[src/rtl/evendiv_pkg.sv]
package evendiv_pkg;
  localparam int unsigned MCU_CODE_W  = 5;
  localparam int unsigned CONV_CODE_W = 7;

  function automatic int unsigned max_code(input int unsigned w);
    return (1 << w) - 1;
  endfunction
endpackage

[src/rtl/evendiv_gate.sv]
module evendiv_gate #(
  parameter int unsigned CODE_W     = 5,
  parameter bit          HAS_BUF_EN = 1'b1
) (
  input  logic [CODE_W-1:0] code_i,
  input  logic              buf_en_i,
  input  logic              standby_i,
  output logic              run_req_o
);
  logic en_ok;

  generate
    if (HAS_BUF_EN) begin : g_buf_en
      assign en_ok = buf_en_i;
    end else begin : g_no_buf_en
      logic unused_buf_en;
      assign unused_buf_en = buf_en_i;
      assign en_ok = 1'b1;
    end
  endgenerate

  assign run_req_o = (code_i != '0) && !standby_i && en_ok;
endmodule

[src/rtl/evendiv_cnt.sv]
module evendiv_cnt #(
  parameter int unsigned CODE_W = 5
) (
  input  logic              clk_i,
  input  logic              rst_ni,
  input  logic              run_req_i,
  input  logic [CODE_W-1:0] code_i,
  output logic              run_o,
  output logic              tick_o
);
  logic [CODE_W-1:0] cnt_q;
  logic [CODE_W-1:0] code_q;
  logic              run_q;

  assign tick_o = run_q && (cnt_q == code_q - CODE_W'(1));
  assign run_o  = run_q;

  always_ff @(posedge clk_i or negedge rst_ni) begin
    if (!rst_ni) begin
      cnt_q  <= '0;
      code_q <= '0;
      run_q  <= 1'b0;
    end else if (!run_req_i) begin
      cnt_q <= '0;
      run_q <= 1'b0;
    end else if (!run_q) begin
      // start: load code, full half-period before first toggle
      run_q  <= 1'b1;
      cnt_q  <= '0;
      code_q <= code_i;
    end else if (tick_o) begin
      cnt_q  <= '0;
      code_q <= code_i;
    end else begin
      cnt_q <= cnt_q + CODE_W'(1);
    end
  end
endmodule

[src/rtl/evendiv_tff.sv]
module evendiv_tff (
  input  logic clk_i,
  input  logic rst_ni,
  input  logic run_req_i,
  input  logic tick_i,
  output logic q_o
);
  always_ff @(posedge clk_i or negedge rst_ni) begin
    if (!rst_ni)        q_o <= 1'b0;
    else if (!run_req_i) q_o <= 1'b0;
    else if (tick_i)    q_o <= ~q_o;
  end
endmodule

[src/rtl/evendiv_clk.sv]
module evendiv_clk #(
  parameter int unsigned CODE_W     = evendiv_pkg::MCU_CODE_W,
  parameter bit          HAS_BUF_EN = 1'b1
) (
  input  logic              clk_i,
  input  logic              rst_ni,
  input  logic [CODE_W-1:0] code_i,
  input  logic              buf_en_i,
  input  logic              standby_i,
  output logic              clk_o,
  output logic              active_o
);
  logic run_req;
  logic tick;

  evendiv_gate #(.CODE_W(CODE_W), .HAS_BUF_EN(HAS_BUF_EN)) u_gate (
    .code_i    (code_i),
    .buf_en_i  (buf_en_i),
    .standby_i (standby_i),
    .run_req_o (run_req)
  );

  evendiv_cnt #(.CODE_W(CODE_W)) u_cnt (
    .clk_i     (clk_i),
    .rst_ni    (rst_ni),
    .run_req_i (run_req),
    .code_i    (code_i),
    .run_o     (active_o),
    .tick_o    (tick)
  );

  evendiv_tff u_tff (
    .clk_i     (clk_i),
    .rst_ni    (rst_ni),
    .run_req_i (run_req),
    .tick_i    (tick),
    .q_o       (clk_o)
  );
endmodule

[config.mk]
export PLATFORM = sky130hd
export DESIGN_NAME = evendiv_clk
export DESIGN_NICKNAME = d
export VERILOG_FILES = /design/src/rtl/evendiv_pkg.sv /design/src/rtl/evendiv_gate.sv /design/src/rtl/evendiv_cnt.sv /design/src/rtl/evendiv_tff.sv /design/src/rtl/evendiv_clk.sv
export SDC_FILE = /design/constraint.sdc
export NUM_CORES = 1
export LEC_CHECK = 0
export BUFFER_PORTS_ARGS = -buffer_cell sky130_fd_sc_hd__buf_2
export CAP_MARGIN = 20
export CORE_MARGIN = 1
export CORE_UTILIZATION = 40
export CTS_CLUSTER_DIAMETER = 150
export CTS_CLUSTER_SIZE = 14
export DETAILED_ROUTE_END_ITERATION = 8
export GPL_TIMING_DRIVEN = 0
export PLACE_DENSITY = 0.61
export SLEW_MARGIN = 20
export SYNTH_ARGS = -nofsm -noshare
export SYNTH_HDL_FRONTEND = slang
export SYNTH_SLANG_ARGS = --single-unit
[constraint.sdc]
create_clock -name clk_i -period 5.9 [get_ports clk_i]
set_clock_uncertainty 0.1 [all_clocks]
set_input_delay 0.59 -clock clk_i [delete_from_list [all_inputs] [get_ports clk_i]]
set_output_delay 0.59 -clock clk_i [all_outputs]
set_load 0.02 [all_outputs]
==> flow_metrics.tcl <==
set metrics [dict create \
    ir_drop_mv 0.141 \
    p_per_area_mw_per_mm2 287 \
    start_util_pct 43.2 \
    path_class "reg2reg" \
    clk_pin_slew_worst_paths_ns 0.09 \
    worstMarginPinSlew_ns 0.617 \
    final_util_pct 49.9 \
    fmax_mhz 481 \
    critical-path-max-stage-delay_ns 0.48 \
    fin_ws_ns 3.82 \
    tns_ns 0 \
    ys_warn_count 0 \
    drc 0 \
    die_w_microns 45.6 \
    hold_ws_ns 0.0772 \
    postCtsHoldBufs 0 \
    drive_gt1_share_pct 21.1 \
    hold_class "in2async" \
    crit_arrival_ns 2.20 \
    power.leakage_nw 0.401 \
    grt_usage_pct 16.9 \
    slew_viol_final 0 \
    fillCellCount 174 \
    grt_max_degree 13 \
    dp_hpwl_microns 1080 \
    coreArea_sq_mm 0.00176 \
    synthMuxAreaShare_pct 1.31 \
    drt_iter0_markers 18 \
    avgSynthCellArea_sq_um 9.41 \
    fin_cells 120 \
    first_pass_iters 5 \
    ys_ff_latch 12 \
    cts_buffers 3 \
    wl_per_cell_microns 12.6 \
    rsz0062_at_grt "no" \
    critPathLaunchType "register" \
    rows 15 \
    synth_top_family_by_area "simple AND/OR/NAND/NOR gates" \
    stdcell_area_sq_um 880 \
    critPathSlowestCell "xnor2_1" \
    cap_violations 0 \
    outcome "complete, no violations" \
    cp.required_ns 6.02 \
    antenna_cells 0 \
    area_growth_pct 15.4 \
    crit_path_end_kind "register" \
    yosys.area_share.simple_pct 25.5 \
    ioPinCount 11 \
    power_uw 252 \
    setup_viol 0 \
    clock_latency_ns 0.28 \
    die-area_sq_mm 0.00208 \
    fin_crit_ns 2.08 \
    cts_tree "built" \
    path_cells "inv_1 > ha_1 > nor3b_1 > xnor2_1 > and3_4 > buf_6 > a311o_1" \
    ctsHtreeMaxLevel 1 \
    grt-ovfl-total 0 \
    grt_pass1_wl_microns 2500 \
    hold_violations 0 \
    gp_congestion 0.769 \
    min_period_over_period_pct 35.3 \
    syn_inst 81 \
    clock-root-buffer "clkbuf_4" \
    clock-sinks 12 \
    syn-cell-area_sq_um 762 \
    port_buffers 10 \
    drt.antenna.violating_nets 0 \
    synth_xor_area_share_pct 13.6 \
    grt_pass1_vias 567 \
    nets 107 \
    viasPerCell 5.26 \
    dpl_cell_area_sq_um 843 \
    placed_cells 116 \
    synth-compound-area-share_pct 11.5 \
    synth.net_count 92 \
    final_cell_mix "dfrtp_1 (12), buf_2 (10), nor3_1 (9)" \
    final_common_cell "dfrtp_1" \
    cts_max_path_buffers 2 \
    ys_seq_area_share_pct 39.4 \
    path_max_fanout 10 \
    die_y_microns 45.6 \
    wirelength_microns 1510 \
    vias 631 \
    relSlewSlack_pct 58.5 \
    cts_setup_buffers 0 \
    synth_cell_types 25 \
    synth-adder-area-share_pct 3.28 \
    antenna_found_initial 0 \
    post-place-ws_ns 3.84 \
    cts_resized 0 \
]
[routing by layer]
layer	vias to the layer above	global-route usage (%)	part of all wire [%]
met4	0	5.45	1.2
met5	-	0	0
met1	291	24.3	52
li1	319	-	-
met2	19	25.1	43
met3	2	3.57	4.2
[sequential cells by signal (all words and copies together) (netlist names)]
register / cells
u_tff.q_o: 1
u_cnt.code_q: 5
u_cnt.cnt_q: 5
u_cnt.run_o: 1
[path summary, 6_finish.rpt]
path / from / slack [ns] / cells after the start / end
min in group clk_i: u_cnt.cnt_q[0] / 0.42 / 1 / u_cnt.cnt_q[0]
max reg2reg: u_cnt.code_q[0] / 3.82 / 7 / u_cnt.code_q[1]
max in group asynchronous: rst_ni / 5.40 / 1 / u_cnt.code_q[1]
max: u_cnt.code_q[0] / 3.82 / 7 / u_cnt.code_q[1]
min: rst_ni / 0.08 / 1 / u_cnt.code_q[2]
min reg2reg: u_cnt.cnt_q[0] / 0.42 / 1 / u_cnt.cnt_q[0]
[logic make-up (layout without fill, tap and decap cells)]
kind of cell,Yosys count,after routing
flip-flops,12,12
AND/OR/NAND/NOR,34,34
adder cells (fa/ha/maj),2,2
AO/OA/AOI/OAI,13,13
multiplexers,1,1
buffers and inverters,9,23
XOR/XNOR,10,10
[cell usage after synthesis]
cell type	instances	area, sq um
dfrtp_1	12	300
xor3_2	1	25.0
inv_1	6	22.5
nor3b_1	2	15.0
xor2_1	4	35.0
nand2b_1	2	12.5
mux2i_1	1	10.0
buf_6	1	11.3
nor3_1	9	45.0
xnor2_1	5	43.8
o21ai_0	2	10.0
nand4_1	4	25.0
o211ai_1	3	22.5
a21oi_1	3	15.0
nor3_4	1	16.3
or3b_2	2	17.5
nand2_1	7	26.3
nor2_1	4	15.0
nand3_1	2	10.0
and3_4	1	11.3
a21o_1	1	7.51
ha_1	2	25.0
a31oi_1	2	12.5
clkbuf_1	2	7.51
a311o_1	2	20.0
[final cells by class]
type                       count  area (sq um)  area share (%)
buffer                         3          18.8            2.13
clock buffer                   4          36.3            4.13
inverter                       6          22.5            2.56
multi-input combinational     60           420            47.8
sequential                    12           300            34.1
tap                           25          31.3            3.56
timing repair buffer          10          50.0            5.69
[critical path: cells and delay by family (launching register included)]
kind / cells / cell delay, ns
xor gates and xnor gates: 1 / 0.48
adders and majority gates: 1 / 0.22
AOI/OAI and AO/OA: 1 / 0.17
DFF: 1 / 0.40
and+or+nand+nor: 2 / 0.44
buffers and inverters: 2 / 0.21
[power by group]
part	total [mW]	internal, mW	switching, mW
sequential	0.103	0.0916	0.0110
clock	0.0689	0.0375	0.0314
combinational	0.0807	0.0348	0.0458
total	0.252	0.164	0.0882
Note: power is estimated with default switching activity, not from simulation.
